`src/rtl/scan_port_pkg.sv`:
```
package scan_port_pkg;

    localparam int IR_W = 3;
    localparam int ID_W = 32;

    typedef enum logic [3:0] {
        S_RESET, S_IDLE,
        S_SEL_DR, S_CAP_DR, S_SHF_DR, S_EX1_DR, S_PAU_DR, S_EX2_DR, S_UPD_DR,
        S_SEL_IR, S_CAP_IR, S_SHF_IR, S_EX1_IR, S_PAU_IR, S_EX2_IR, S_UPD_IR
    } tap_state_e;

    typedef enum logic [IR_W-1:0] {
        OP_DRIVE   = 3'b000,
        OP_IDENT   = 3'b001,
        OP_SAMP_OFF= 3'b010,
        OP_RSV_A   = 3'b011,
        OP_PRELOAD = 3'b100,
        OP_PRIV    = 3'b101,
        OP_RSV_B   = 3'b110,
        OP_PASS    = 3'b111
    } opcode_e;

    typedef enum logic [1:0] {
        PATH_PASS,
        PATH_IDENT,
        PATH_CELLS
    } dr_path_e;

endpackage

```
`src/rtl/scan_port_fsm.sv`:
```
module scan_port_fsm
    import scan_port_pkg::*;
(
    input  logic       tck,
    input  logic       por_n,
    input  logic       tms,
    output tap_state_e state,
    output logic       in_reset,
    output logic       cap_dr,
    output logic       shf_dr,
    output logic       upd_dr,
    output logic       cap_ir,
    output logic       shf_ir,
    output logic       upd_ir
);

    tap_state_e nxt;

    always_comb begin
        nxt = state;
        unique case (state)
            S_RESET:  nxt = tms ? S_RESET  : S_IDLE;
            S_IDLE:   nxt = tms ? S_SEL_DR : S_IDLE;
            S_SEL_DR: nxt = tms ? S_SEL_IR : S_CAP_DR;
            S_CAP_DR: nxt = tms ? S_EX1_DR : S_SHF_DR;
            S_SHF_DR: nxt = tms ? S_EX1_DR : S_SHF_DR;
            S_EX1_DR: nxt = tms ? S_UPD_DR : S_PAU_DR;
            S_PAU_DR: nxt = tms ? S_EX2_DR : S_PAU_DR;
            S_EX2_DR: nxt = tms ? S_UPD_DR : S_SHF_DR;
            S_UPD_DR: nxt = tms ? S_SEL_DR : S_IDLE;
            S_SEL_IR: nxt = tms ? S_RESET  : S_CAP_IR;
            S_CAP_IR: nxt = tms ? S_EX1_IR : S_SHF_IR;
            S_SHF_IR: nxt = tms ? S_EX1_IR : S_SHF_IR;
            S_EX1_IR: nxt = tms ? S_UPD_IR : S_PAU_IR;
            S_PAU_IR: nxt = tms ? S_EX2_IR : S_PAU_IR;
            S_EX2_IR: nxt = tms ? S_UPD_IR : S_SHF_IR;
            S_UPD_IR: nxt = tms ? S_SEL_DR : S_IDLE;
            default:  nxt = S_RESET;
        endcase
    end

    always_ff @(posedge tck or negedge por_n) begin
        if (!por_n) state <= S_RESET;
        else        state <= nxt;
    end

    always_comb begin
        in_reset = 1'b0;
        cap_dr   = 1'b0;
        shf_dr   = 1'b0;
        upd_dr   = 1'b0;
        cap_ir   = 1'b0;
        shf_ir   = 1'b0;
        upd_ir   = 1'b0;
        unique case (state)
            S_RESET:  in_reset = 1'b1;
            S_CAP_DR: cap_dr   = 1'b1;
            S_SHF_DR: shf_dr   = 1'b1;
            S_UPD_DR: upd_dr   = 1'b1;
            S_CAP_IR: cap_ir   = 1'b1;
            S_SHF_IR: shf_ir   = 1'b1;
            S_UPD_IR: upd_ir   = 1'b1;
            default:  ;
        endcase
    end

endmodule

```
`src/rtl/scan_port_instr.sv`:
```
module scan_port_instr
    import scan_port_pkg::*;
(
    input  logic     tck,
    input  logic     por_n,
    input  logic     tdi,
    input  logic     in_reset,
    input  logic     cap_ir,
    input  logic     shf_ir,
    input  logic     upd_ir,
    output logic     ir_lsb,
    output dr_path_e path,
    output logic     force_hiz,
    output logic     extest_drive
);

    localparam logic [IR_W-1:0] CAPTURE_PAT = 3'b001;

    logic [IR_W-1:0] ir_sr;
    opcode_e         active;

    always_ff @(posedge tck or negedge por_n) begin
        if (!por_n)      ir_sr <= CAPTURE_PAT;
        else if (cap_ir) ir_sr <= CAPTURE_PAT;
        else if (shf_ir) ir_sr <= {tdi, ir_sr[IR_W-1:1]};
    end

    always_ff @(negedge tck or negedge por_n) begin
        if (!por_n)        active <= OP_IDENT;
        else if (in_reset) active <= OP_IDENT;
        else if (upd_ir)   active <= opcode_e'(ir_sr);
    end

    assign ir_lsb = ir_sr[0];

    always_comb begin
        path         = PATH_PASS;
        force_hiz    = 1'b0;
        extest_drive = 1'b0;
        unique case (active)
            OP_DRIVE: begin
                path         = PATH_CELLS;
                extest_drive = 1'b1;
            end
            OP_IDENT:    path = PATH_IDENT;
            OP_SAMP_OFF: begin
                path      = PATH_CELLS;
                force_hiz = 1'b1;
            end
            OP_PRELOAD:  path = PATH_CELLS;
            OP_RSV_A, OP_PRIV, OP_RSV_B, OP_PASS: path = PATH_PASS;
            default:     path = PATH_PASS;
        endcase
    end

endmodule

```
`src/rtl/scan_port_cells.sv`:
```
module scan_port_cells #(
    parameter int                 LEN  = 8,
    parameter logic [LEN-1:0]     MASK = '1
) (
    input  logic           tck,
    input  logic           por_n,
    input  logic           tdi,
    input  logic           sel,
    input  logic           cap,
    input  logic           shf,
    input  logic           upd,
    input  logic [LEN-1:0] pin_in,
    output logic           sr_lsb,
    output logic [LEN-1:0] held
);

    logic [LEN-1:0] cap_val;
    logic [LEN-1:0] sr;

    for (genvar i = 0; i < LEN; i++) begin : g_cell
        if (MASK[i]) begin : g_pin
            assign cap_val[i] = pin_in[i];
        end else begin : g_nopin
            assign cap_val[i] = 1'b1;
        end
    end

    always_ff @(posedge tck or negedge por_n) begin
        if (!por_n)            sr <= '0;
        else if (sel && cap)   sr <= cap_val;
        else if (sel && shf)   sr <= {tdi, sr[LEN-1:1]};
    end

    always_ff @(negedge tck or negedge por_n) begin
        if (!por_n)          held <= '0;
        else if (sel && upd) held <= sr;
    end

    assign sr_lsb = sr[0];

endmodule

```
`src/rtl/scan_port_ctrl.sv`:
```
module scan_port_ctrl
    import scan_port_pkg::*;
#(
    parameter int                   BSR_LEN  = 8,
    parameter logic [BSR_LEN-1:0]   PIN_MASK = 8'hB7,
    parameter logic [31:0]          ID_CODE  = 32'h1A2B_3C4D
) (
    input  logic               tck,
    input  logic               por_n,
    input  logic               tms,
    input  logic               tdi,
    input  logic [BSR_LEN-1:0] pin_in,
    output logic               tdo,
    output logic               tdo_en,
    output logic [BSR_LEN-1:0] bsr_out,
    output logic               bsr_sel,
    output logic               force_hiz,
    output logic               extest_drive
);

    tap_state_e st;
    logic       in_reset, cap_dr, shf_dr, upd_dr, cap_ir, shf_ir, upd_ir;
    logic       ir_lsb, cell_lsb, pass_bit, ser_out;
    dr_path_e   path;
    logic [ID_W-1:0] id_sr;

    scan_port_fsm fsm_i (
        .tck(tck), .por_n(por_n), .tms(tms), .state(st),
        .in_reset(in_reset), .cap_dr(cap_dr), .shf_dr(shf_dr), .upd_dr(upd_dr),
        .cap_ir(cap_ir), .shf_ir(shf_ir), .upd_ir(upd_ir)
    );

    scan_port_instr instr_i (
        .tck(tck), .por_n(por_n), .tdi(tdi), .in_reset(in_reset),
        .cap_ir(cap_ir), .shf_ir(shf_ir), .upd_ir(upd_ir),
        .ir_lsb(ir_lsb), .path(path), .force_hiz(force_hiz),
        .extest_drive(extest_drive)
    );

    assign bsr_sel = (path == PATH_CELLS);

    scan_port_cells #(.LEN(BSR_LEN), .MASK(PIN_MASK)) cells_i (
        .tck(tck), .por_n(por_n), .tdi(tdi), .sel(bsr_sel),
        .cap(cap_dr), .shf(shf_dr), .upd(upd_dr), .pin_in(pin_in),
        .sr_lsb(cell_lsb), .held(bsr_out)
    );

    always_ff @(posedge tck or negedge por_n) begin
        if (!por_n) begin
            id_sr    <= '0;
            pass_bit <= 1'b0;
        end else begin
            if (path == PATH_IDENT && cap_dr)      id_sr <= ID_CODE;
            else if (path == PATH_IDENT && shf_dr) id_sr <= {tdi, id_sr[ID_W-1:1]};
            if (path == PATH_PASS && cap_dr)       pass_bit <= 1'b0;
            else if (path == PATH_PASS && shf_dr)  pass_bit <= tdi;
        end
    end

    always_comb begin
        ser_out = pass_bit;
        if (shf_ir) ser_out = ir_lsb;
        else begin
            unique case (path)
                PATH_IDENT: ser_out = id_sr[0];
                PATH_CELLS: ser_out = cell_lsb;
                default:    ser_out = pass_bit;
            endcase
        end
    end

    always_ff @(negedge tck or negedge por_n) begin
        if (!por_n) begin
            tdo    <= 1'b0;
            tdo_en <= 1'b0;
        end else begin
            tdo    <= ser_out;
            tdo_en <= shf_dr | shf_ir;
        end
    end

endmodule

```
`config.mk`:
```
export PLATFORM = sky130hd
export DESIGN_NAME = scan_port_ctrl
export DESIGN_NICKNAME = d
export VERILOG_FILES = /design/src/rtl/scan_port_pkg.sv /design/src/rtl/scan_port_fsm.sv /design/src/rtl/scan_port_instr.sv /design/src/rtl/scan_port_cells.sv /design/src/rtl/scan_port_ctrl.sv
export SDC_FILE = /design/constraint.sdc
export NUM_CORES = 1
export LEC_CHECK = 0
export BUFFER_PORTS_ARGS = -buffer_cell sky130_fd_sc_hd__buf_2
export CORE_AREA = 2 2 70 88
export CTS_CLUSTER_DIAMETER = 30
export DETAILED_ROUTE_END_ITERATION = 12
export DIE_AREA = 0 0 72 90
export PLACE_DENSITY = 0.65
export SYNTH_ARGS = -nofsm -noshare
export SYNTH_HDL_FRONTEND = slang
export SYNTH_SLANG_ARGS = --single-unit
```
`constraint.sdc`:
```
create_clock -name tck -period 2.55 [get_ports tck]
set_input_delay 0.1275 -clock tck [delete_from_list [all_inputs] [get_ports tck]]
set_output_delay 0.1275 -clock tck [all_outputs]
set_load 0.02 [all_outputs]
```
**After elaboration in Yosys (flattened, before gate mapping)**

Index checks and enable logic that the tools add are counted.

- Bits in registers: 61
- Logic and storage cells: 89

- Eq/ne operators: 24
- Multiplexer cells: 35
- Bitwise logic cells: 1
- Reduce and logical (&&, ||, !) cells: 20

Operator list:

| operator | count |
|---|---|
| 32-bit 2-to-1 mux | 2 |
| 4-bit case mux with 12 select lines | 1 |
| 4-bit equality test (second input constant) | 8 |
| 3-bit 2-to-1 mux | 6 |
| 4-bit by 3-bit equality test with 1-bit output (second input constant) | 4 |
| 4-bit 2-to-1 mux | 4 |
| 8-bit 2-to-1 mux | 2 |
| 1-bit 2-to-1 mux | 15 |
| 3-bit equality test (second input constant) | 4 |
| 2-bit nonzero test | 5 |
| 4-bit by 2-bit equality test with 1-bit output (second input constant) | 2 |
| 1-bit logical AND | 7 |
| 3-bit by 2-bit equality test with 1-bit output (second input constant) | 2 |
| 2-bit 2-to-1 mux | 3 |
| 2-bit case mux with 3 select lines | 1 |
| 3-bit OR reduction | 2 |
| 4-bit by 1-bit equality test with 1-bit output (second input constant) | 1 |
| 4-bit logical NOT | 1 |
| 2-bit OR reduction | 2 |
| 4-bit OR reduction | 1 |
| 3-bit by 1-bit equality test with 1-bit output (second input constant) | 1 |
| 3-bit logical NOT | 1 |
| 2-bit by 1-bit equality test with 1-bit output (second input constant) | 1 |
| 2-bit equality test (second input constant) | 1 |
| 3 further kinds | 3 |

**Logic depth before layout (Yosys ltp)**

Gate-level depths: netlist of the first run.

- Word-level depth: 7
- Gate-level depth with buffers: 7
- Gate-level depth less buffers: 4

**Cells and area by module**

From an unflattened synthesis of the first run, not the netlist that was laid out.

- Cells, all modules: 284
- Area, all modules: 2813.9 µm²

By module, submodules not included:

| module | times used | cells each | area each (µm²) |
|---|---|---|---|
| scan_port_ctrl | 1 | 157 | 1516.5 |
| scan_port_cells | 1 | 58 | 691.9 |
| scan_port_fsm | 1 | 46 | 339.1 |
| scan_port_instr | 1 | 23 | 266.5 |

==> metrics.yaml, run 1 <==
status: "finished, violations left"
violations: "negative setup slack"
dpl_cell_area_sq_um: 3010
die-width_microns: 72
synthCells: 283
dp_hpwl_mm: 3.53
io_pins: 25
antenna_found_initial: 0
drt-total-wl_mm: 6.28
path_clk_slew_ns: 0.06
cts_buffer_depth: 2
clockRootBuffer: "clkbuf_8"
hold_ws_ns: 0.0582
initial_core_util_pct: 48.1
ys_seq_elements: 61
area_growth_pct: 34.9
grt_max_degree: 43
cp_max_fo: 3
yosysWarnings: 0
required_ns: 2.77
syn_nets: 295
dr.first_iter.drc_count: 74
pre_cts_slack_ns: -0.0399
vias_per_cell: 5.40
hold_path.class: "input pin to flip-flop"
arrival_ns: 2.90
setup-violations-final: 36
skew_ns: 0.0466
clock_latency_ns: 0.37
ys_seq_area_share_pct: 55.7
slew_violations: 0
vias: 2214
dr.pass1.iters: 4
grt_pass1_vias: 1955
ant_nets: 0
setup_ws_ns: -0.128
port_buffers: 22
grt_pass1_wl_mm: 9.18
coreArea_sq_um: 5700
rsz0062_at_grt: "true"
p_leak_nw: 1.69
hold_viol_final: 0
fin_util_pct: 64.9
rows: 31
cts_tree: "yes"
grt.total_usage_pct: 18.2
cts.sinks: 61
maxCapViolCount: 0
ir_drop_mv: 0.795
die_h_microns: 90
wl_per_cell_microns: 15.3
r2r_setup_slack_ns: -0.13
fin_area_sq_um: 3700
numCtsBuffers: 9
worst_pin_slew_ns: 0.671
place_congestion: 0.836
end_kind: "flip-flop"
avgSynthCellArea_sq_um: 9.69
h-tree-depth: 3
drive_gt1_share_pct: 40.7
die_area_sq_um: 6480
startpoint_type: "flip-flop"
yosysUniqueCellTypes: 39
critPathKind: "flip-flop to flip-flop"
maxSlewHeadroom_pct: 55.2
diodes: 0
fin_nets: 351
overflow: 0
p_per_area_nw_per_um2: 1260
syn_area_sq_um: 2740
route.detailed.drc: 0
## flip-flops by register name, summed over array words and instances (netlist names)
signal / count
id_sr: 32
cells_i.sr: 8
instr_i.ir_sr: 3
cells_i.held: 8
fsm_i.state: 4
tdo: 1
tdo_en: 1
pass_bit: 1
instr_i.active: 3
## synthesized netlist by cell type (all sizes together)
library cell / number / area share [%]
nand2: 67 / 9.2
dfrtp: 47 / 43
o21ai: 46 / 8.5
nor2: 27 / 3.7
buf: 15 / 4.0
dfrtn: 12 / 11
mux2: 10 / 4.2
nor2b: 7 / 1.6
a21oi: 6 / 1.2
inv: 5 / 0.68
mux2i: 5 / 1.8
clkbuf: 4 / 0.55
nor3: 4 / 0.73
nand3: 3 / 0.55
a211o: 2 / 0.64
a221oi: 2 / 0.64
dfstp: 2 / 1.9
nand2b: 2 / 0.46
nor3b: 2 / 0.55
o211ai: 2 / 1.0
o22ai: 2 / 0.46
a211oi: 1 / 0.27
a2bb2oi: 1 / 0.32
a311oi: 1 / 0.32
nand4: 1 / 0.23
nor4: 1 / 0.23
nor4b: 1 / 0.87
nor4bb: 1 / 0.36
o41ai: 1 / 0.32
or2: 1 / 0.23
or3: 1 / 0.23
xnor2: 1 / 0.32
## final timing paths
kind / startpoint / cells past startpoint / endpoint
max: instr_i.active[0]$_DFFE_NN1P_ / 4 / pass_bit$_DFFE_PN0P_
max reg2reg: instr_i.active[0]$_DFFE_NN1P_ / 4 / pass_bit$_DFFE_PN0P_
min in group asynchronous: por_n / 3 / instr_i.ir_sr[1]$_DFFE_PN0N_
min reg2reg: cells_i.held[3]$_DFFE_NN0P_ / 1 / cells_i.held[3]$_DFFE_NN0P_
max in group asynchronous: por_n / 3 / cells_i.held[4]$_DFFE_NN0P_
min: pin_in[7] / 3 / cells_i.sr[7]$_DFFE_PN0P_
## per-layer routing
metal | wire length (microns) | vias up | global-route usage (%)
met5 | 0 | - | 0
met4 | 126 | 0 | 8.96
met3 | 217 | 10 | 4.82
met2 | 3250 | 43 | 27.9
met1 | 2690 | 1092 | 23.7
li1 | - | 1069 | -
## logic make-up after synthesis
| family | count (synthesis) | synth area share (%) |
|---|---|---|
| and+or+nand+nor | 118 | 18.9 |
| AOI/OAI and AO/OA | 64 | 13.8 |
| DFF | 61 | 55.7 |
| buffers and inverters | 24 | 5.20 |
| muxes | 15 | 6.07 |
| xor gates and xnor gates | 1 | 0.319 |
## report_power, final
part | total (W) | internal, W | leakage [nW] | switching, W
logic | 0.00227 | 0.00106 | 0.819 | 0.00121
clock network | 0.000745 | 0.000380 | 0.0837 | 0.000365
registers | 0.00164 | 0.00137 | 0.791 | 0.000277
## cell usage in the layout (no fill, tap or decap), drive strengths merged, types with 4 or more instances in the layout
| cell type | n |
|---|---|
| dfrtn | 12 |
| clkbuf | 17 |
| dfrtp | 47 |
| a21oi | 6 |
| o21ai | 46 |
| inv | 5 |
| buf | 59 |
| nor3 | 4 |
| nor2 | 27 |
| mux2i | 5 |
| nand2 | 67 |
| mux2 | 10 |
| nor2b | 7 |
## timing repair
| action | CTS | global route |
|---|---|---|
| setup buffers | 6 | 7 |
| hold endpoints to repair | 41 | 0 |
| cloned | 1 | 8 |
| pin swaps | 4 | 29 |
| hold buffers | 1 | 0 |
| endpoints found under the setup margin | 40 | 53 |
| resized for setup | 20 | 61 |
## area by class of cell
cell class | instances | area (sq um)
clock inverters | 3 | 15.0
fillers | 434 | 2000
well taps | 66 | 82.6
clock buffers | 14 | 153
flip-flops and latches | 61 | 1530
inverters | 4 | 15.0
multi-input cells | 199 | 1340
repair buffers | 63 | 571
## worst max-delay path: stages (launching register included)
cell and delay, ns:
dfstp_2 0.58, a21oi_4 0.06, buf_6 0.13, nor3_4 0.17, mux2_4 0.31
## per-stage QoR
stage | power [W] | setup TNS, ns | instances
floorplan | 0.00277 | -0.272 | 283
global placement | 0.00312 | -0.0892 | 371
detailed placement | 0.00317 | -0.127 | 371
CTS | 0.00402 | -2.15 | 395
global route | 0.00498 | -5.71 | 410
finish | 0.00466 | -3.78 | 410
Power figures use the tool's default switching activity.
==> inputs of run 2 (changes only) <==
Settings changed: CORE_AREA 2 2 70 88 to 2 2 71 89, DIE_AREA 0 0 72 90 to 0 0 73 91, SYNTH_HIERARCHICAL from default to 1.
==> run 2 against run 1 <==
The flow still finishes with violations (negative setup slack). Clock skew down 0.0048 ns. Synthesized cell count rose by 0.35%. Sequential power down 7%. Wire length down 8.9%. Critical path depth up 4. First-iteration DRC count is 26% higher. Setup slack worse by 0.21 ns. Largest cell class unchanged. Register-to-register slack lost 0.21 ns. Total power is 7.0% lower. Combinational power shrank 13%.
==> metrics.yaml, run 2 <==
worstReg2RegStart: "instr_i/active[0]$_DFFE_NN1P_"
ir_drop_mv: 0.443  # -44%
grt.total_usage_pct: 17.8  # -0.42 points
drive_gt1_share_pct: 35.6  # -5.1 points
maxCapViolCount: 0  # unchanged
drt-total-wl_mm: 5.72  # -8.9%
worstPathCellList: "buf_4 > a21oi_2 > buf_4 > ha_4 > buf_12 > nand2_8 > o22ai_2 > nor3_1"
final_common_cell: "dfrtp_1"
synth.top_cell.area_share_pct: 41.8  # -1.1 points
end_kind: "flip-flop"
pre_cts_slack_ns: -0.231  # -0.191 ns
reg2reg_to: "cells_i/sr[1]$_DFFE_PN0P_"
fin_util_pct: 64.7  # -0.22 points
maxSlewHeadroom_pct: 66.0  # +11 points
synth_top_area_cell: "dfrtp_1"
yosysUniqueCellTypes: 41  # +5.1%
synth-edff-count: 0  # unchanged
vias: 2193  # -0.95%
grt_pass1_vias: 2070  # +5.9%
rows: 31  # unchanged
violations: "negative setup slack"
regMostFlops: "id_sr"
fin_nets: 353  # +0.57%
critPathMaxStageDelay_ns: 0.52  # -0.06 ns
cts_buffer_depth: 2  # unchanged
hold_path.class: "input pin to flip-flop"
synth_commonest_cells: "dfrtp_1 (47), nand2_1 (37), nor2_1 (28)"
overflow: 0  # unchanged
startpoint_type: "flip-flop"
synthCells: 284  # +0.35%
grt_max_degree: 49  # +14%
die_h_microns: 91  # +1.1%
final_cell_count_no_fill: 409  # -0.24%
io_pins: 25  # unchanged
ant_nets: 0  # unchanged
port_buffers: 22  # unchanged
setup_ws_ns: -0.336  # -0.208 ns
avgSynthCellArea_sq_um: 9.91  # +2.2%
dpl_cell_area_sq_um: 3160  # +5.2%
crit_path_start: "instr_i/active[0]$_DFFE_NN1P_"
grt_pass1_wl_mm: 9.31  # +1.4%
placed_cells: 380  # +2.4%
largest_reg_flops: 32  # unchanged
endpoint: "cells_i/sr[1]$_DFFE_PN0P_"
die_area_sq_um: 6640  # +2.5%
fin_area_sq_um: 3740  # +1.0%
cts_tree: "yes"
ys_seq_elements: 61  # unchanged
numCtsBuffers: 9  # unchanged
area_growth_pct: 32.8
skew_ns: 0.0418  # -0.00483 ns
hold_viol_final: 0  # unchanged
required_ns: 2.79  # +0.02 ns
yosysMostFrequentCell: "dfrtp_1"
path_clk_slew_ns: 0.07  # about the same
clockRootBuffer: "clkbuf_8"
mostFrequentLayoutCells: "dfrtp_1 (45), nand2_1 (35), o21ai_1 (27), nor2_1 (26), buf_4 (23)"
cp_max_fo: 6  # +3
arrival_ns: 3.13  # +0.23 ns
cts.sinks: 61  # unchanged
wl_per_cell_microns: 14.0  # -8.7%
place_congestion: 0.822  # -1.7%
slew_violations: 0  # unchanged
initial_core_util_pct: 48.7  # +0.59 points
p_leak_nw: 1.68  # -0.74%
worstRegToRegCells: 8  # +4
worst_pin_slew_ns: 0.509  # -0.161 ns
antenna_found_initial: 0  # unchanged
largestRegisters: "id_sr: 32 flops, cells_i/held: 8 flops, cells_i/sr: 8 flops"
syn_area_sq_um: 2810  # +2.6%
route.detailed.drc: 0  # unchanged
crit_top_cell: "buf_4"
critPathKind: "flip-flop to flip-flop"
vias_per_cell: 5.36  # -0.71%
h-tree-depth: 3  # unchanged
min_path_cells: 3  # unchanged
syn_nets: 299  # +1.4%
diodes: 0  # unchanged
r2r_setup_slack_ns: -0.34  # -0.21 ns
setup-violations-final: 53  # +47%
synth_flop_cell: "dfrtp_1"
yosysWarnings: 6  # +6
coreArea_sq_um: 5780  # +1.4%
async_flop_share_pct: 100  # unchanged
dr.first_iter.drc_count: 93  # +26%
clock_latency_ns: 0.36  # about the same
ys_seq_area_share_pct: 54.3  # -1.4 points
slowest_stage: "dfstp_2"
rsz0062_at_grt: "true"
die-width_microns: 73  # +1.4%
p_per_area_nw_per_um2: 1160  # -8.0%
status: "finished, violations left"
dr.pass1.iters: 4  # unchanged
synthTopCellsByArea: "dfrtp_1 (42%), dfrtn_1 (11%), nand2_1 (4.9%)"
dp_hpwl_mm: 3.45  # -2.2%
run 2: cell count changes in the layout (fill, tap and decap cells not counted), moves of 3 or more:
| cell | before | now |
|---|---|---|
| nand2_2 | 17 | 1 |
| nand2b_1 | 2 | 17 |
| o21ai_2 | 16 | 1 |
| nor3_1 | 2 | 14 |
| nand2_1 | 43 | 35 |
| nand2_4 | 7 | 2 |
| buf_6 | 14 | 10 |
| o21ai_1 | 23 | 27 |
| clkbuf_1 | 4 | 1 |
| ha_4 | 0 | 3 |
| nor3_2 | 1 | 4 |
| o22ai_2 | 0 | 3 |
run 2: what timing repair did:
| action | 4_1_cts | 5_1_grt |
|---|---|---|
| endpoints found under the setup margin | 54 | 57 |
| gates resized for setup | 27 | 42 |
| pin swaps | 9 | 14 |
| gates cloned | 0 | 1 |
| hold buffers | 1 | 0 |
| endpoints found under the hold margin | 6 | 0 |
| buffers inserted | 5 | 8 |
run 2: per-layer routing:
layer	GRT usage [%]	up-vias	wire length, microns
li1	-	1086	-
met1	24.5	1056	2580
met2	26.7	40	2860
met3	4.00	11	145
met4	7.87	0	130
met5	0	-	0
run 2: layout make-up:
cell class / count / area, sq um
inverter: 6 / 22.5
clock inverter: 7 / 67.6
clock buffer: 10 / 128
tap: 66 / 82.6
multi-input combinational: 200 / 1400
sequential: 61 / 1530
timing repair buffer: 59 / 510
fill: 444 / 2040
run 2: logic make-up (layout without fill, tap and decap cells):
| group | after synthesis | count (layout) | share of synthesized area [%] |
|---|---|---|---|
| and+or+nand+nor | 122 | 122 | 20.9 |
| AOI/OAI and AO/OA | 62 | 62 | 13.4 |
| DFF | 61 | 61 | 54.3 |
| buffers and inverters | 23 | 82 | 4.98 |
| muxes | 13 | 13 | 4.98 |
| adders and majority gates | 3 | 3 | 1.33 |
run 2: how the worst min path moves through the flow:
stage                     slack [ns]      start                   endpoint
after floorplan                -0.17      por_n  cells_i/sr[0]$_DFFE_PN0P_
after global placement          0.12      por_n   fsm_i/state[1]$_DFF_PN0_
after detailed placement        0.12      por_n   fsm_i/state[1]$_DFF_PN0_
after CTS                       0.04  pin_in[0]  cells_i/sr[0]$_DFFE_PN0P_
after global routing            0.07        tms   fsm_i/state[2]$_DFF_PN0_
final                           0.06  pin_in[7]  cells_i/sr[7]$_DFFE_PN0P_
run 2: report_power, final:
part | internal (W) | switching, W
Sequential | 0.00131 | 0.000221
Combinational | 0.000935 | 0.00104
Clock | 0.000451 | 0.000383
run 2: critical path, delay by kind of cell, from the launching register on:
kind,cells,cell delay (ns)
buffers and inverters,3,0.41
DFF,1,0.52
AOI/OAI and AO/OA,2,0.10
adders and majority gates,1,0.18
and+or+nand+nor,2,0.29
run 2: through the flow:
| stage | TNS [ns] | hold WS, ns | total power (W) |
|---|---|---|---|
| after floorplan | -8.37 | -0.168 | 0.00267 |
| after CTS | -11.68 | 0.0418 | 0.00409 |
| final | -11.41 | 0.0564 | 0.00434 |
| after global routing | -15.28 | 0.0689 | 0.00466 |
| after detailed placement | -9.46 | 0.125 | 0.00310 |
| after global placement | -8.63 | 0.116 | 0.00306 |
==> inputs of run 3 (changes only) <==
--- a/config.mk
+++ b/config.mk
@@ -12,2 +12,3 @@
 export DIE_AREA = 0 0 73 91
+export MAX_ROUTING_LAYER = met4
 export PLACE_DENSITY = 0.65
==> constraint.sdc (replaced) <==
create_clock -name tck -period 2.55 [get_ports tck]
set_input_delay 0.765 -clock tck [delete_from_list [all_inputs] [get_ports tck]]
set_output_delay 0.765 -clock tck [all_outputs]
set_load 0.02 [all_outputs]
==> run 3 against run 2 <==
The flow still finishes with violations (negative setup slack). Critical endpoint is now bsr_sel. Via count grew 10%. Critical path type is now flip-flop to primary output. Clock power decreased by 15%. First-iteration DRC count rose by 7.5%. Non-clock buffer count increased by 23.
==> metrics.yaml, run 3 (same netlist as run 2, synthesis figures left out) <==
status: "finished, violations left"
violations: "negative setup slack"
reg2reg_to: "pass_bit$_DFFE_PN0P_"
vias_per_cell: 5.60  # +4.4%
dr.first_iter.drc_count: 100  # +7.5%
final_common_cell: "dfrtp_1"
regMostFlops: "id_sr"
ant_nets: 0  # unchanged
grt.total_usage_pct: 21.1  # +3.4 points
dp_hpwl_mm: 3.57  # +3.4%
fin_area_sq_um: 4230  # +13%
grt_pass1_wl_mm: 10.8  # +16%
numCtsBuffers: 9  # unchanged
cts_buffer_depth: 2  # unchanged
die_area_sq_um: 6640  # unchanged
grt_pass1_vias: 2308  # +11%
crit_path_start: "instr_i/active[0]$_DFFE_NN1P_"
path_clk_slew_ns: 0.06  # about the same
skew_ns: 0.0442  # +0.00240 ns
cts_tree: "yes"
endpoint: "bsr_sel"
end_kind: "primary output"
startpoint_type: "flip-flop"
antenna_found_initial: 0  # unchanged
mostFrequentLayoutCells: "dfrtp_1 (45), buf_6 (31), buf_4 (30), o21ai_1 (28), nor2_1 (26)"
r2r_setup_slack_ns: -0.64  # -0.30 ns
report.power.total_w: 0.00518  # +19%
clockRootBuffer: "clkbuf_8"
port_buffers: 22  # unchanged
critPathKind: "flip-flop to primary output"
ir_drop_mv: 0.690  # +56%
clock_latency_ns: 0.36  # about the same
worstRegToRegCells: 11  # +3
hold_buffers: 0  # -1
overflow: 0  # unchanged
vias: 2418  # +10%
cp_max_fo: 3  # -3
setup_ws_ns: -0.957  # -0.621 ns
largest_reg_flops: 32  # unchanged
maxCapViolCount: 0  # unchanged
critPathMaxStageDelay_ns: 0.53  # about the same
worst_pin_slew_ns: 0.410  # -0.0994 ns
hold_viol_final: 0  # unchanged
slew_violations: 0  # unchanged
route.detailed.drc: 0  # unchanged
largestRegisters: "id_sr: 32 flops, cells_i/held: 8 flops, cells_i/sr: 8 flops"
p_per_area_nw_per_um2: 1220  # +5.5%
initial_core_util_pct: 48.7  # unchanged
arrival_ns: 2.74  # -0.39 ns
maxSlewHeadroom_pct: 72.6  # +6.6 points
slowest_stage: "dfstp_2"
rows: 31  # unchanged
dpl_cell_area_sq_um: 3180  # +0.47%
die-width_microns: 73  # unchanged
cts.sinks: 61  # unchanged
dr.pass1.iters: 4  # unchanged
required_ns: 1.79  # -1.00 ns
hold_path.class: "input pin to async pin"
nFillCells: 356  # -20%
grt_max_degree: 29  # -41%
die_h_microns: 91  # unchanged
drive_gt1_share_pct: 48.6  # +13 points
area_growth_pct: 50.4
wl_per_cell_microns: 16.5  # +18%
worstReg2RegStart: "instr_i/active[0]$_DFFE_NN1P_"
p_leak_nw: 1.90  # +13%
fin_nets: 376  # +6.5%
place_congestion: 0.853  # +3.8%
rsz0062_at_grt: "true"
coreArea_sq_um: 5780  # unchanged
io_pins: 25  # unchanged
hold_ws_ns: 0.263  # +0.207 ns
diodes: 0  # unchanged
drt-total-wl_mm: 7.12  # +25%
h-tree-depth: 3  # unchanged
worstPathCellList: "nor3b_4 > inv_2 > ha_4 > buf_6"
setup-violations-final: 62  # +17%
[run 3: layout make-up]
type,count,area (sq um),share of cell area (%)
clock buffer,11,131,3.10
clock inverter,6,26.3,0.621
inverter,6,22.5,0.532
multi-input combinational,200,1540,36.4
sequential,61,1530,36.2
tap,66,82.6,1.95
timing repair buffer,82,900,21.3
[run 3: timing repair]
| item | 4_1_cts | 5_1_grt |
|---|---|---|
| gates cloned | 7 | 0 |
| gates resized for setup | 108 | 41 |
| pin swaps | 42 | 16 |
| hold endpoints to repair | 0 | 0 |
| setup buffers | 13 | 17 |
| endpoints found under the setup margin | 65 | 67 |
[run 3: worst min path at each step]
stage / start / slack [ns] / end / cells after the start
detailed placement: cells_i/held[3]$_DFFE_NN0P_ / 0.45 / cells_i/held[3]$_DFFE_NN0P_ / 1
global route: por_n / 0.25 / fsm_i/state[0]$_DFF_PN0_ / 1
global placement: cells_i/held[7]$_DFFE_NN0P_ / 0.44 / cells_i/held[7]$_DFFE_NN0P_ / 1
finish: por_n / 0.26 / fsm_i/state[0]$_DFF_PN0_ / 1
CTS: por_n / 0.25 / fsm_i/state[0]$_DFF_PN0_ / 1
floorplan: id_sr[0]$_DFFE_PN0P_ / 0.45 / id_sr[0]$_DFFE_PN0P_ / 2
[run 3: metal layers]
layer / track usage, % / part of all wire (%)
met4: 7.87 / 2.1
met5: - / 0
met1: 25.7 / 40
met3: 5.55 / 4.1
met2: 33.4 / 54
[run 3: where the power goes]
group	switching, W	internal [W]
clock	0.000368	0.000344
combinational	0.00132	0.00154
sequential	0.000289	0.00131
total	0.00198	0.00320
[run 3: worst max-delay path, delay by kind of cell, from the launching register on]
| kind | cells | cell delay (ns) |
|---|---|---|
| AND/OR/NAND/NOR | 1 | 0.20 |
| flip-flops | 1 | 0.53 |
| adder cells (fa/ha/maj) | 1 | 0.17 |
| buffers and inverters | 2 | 0.20 |
[run 3: metrics by stage]
step,utilization (%),setup slack [ns],TNS [ns],std cells
CTS,67.5,-0.963,-22.16,416
global placement,55.0,-0.610,-14.19,381
detailed placement,55.0,-0.629,-15.63,381
finish,73.2,-0.957,-24.58,432
global route,73.2,-1.00,-27.35,432
floorplan,-,-0.497,-9.86,284
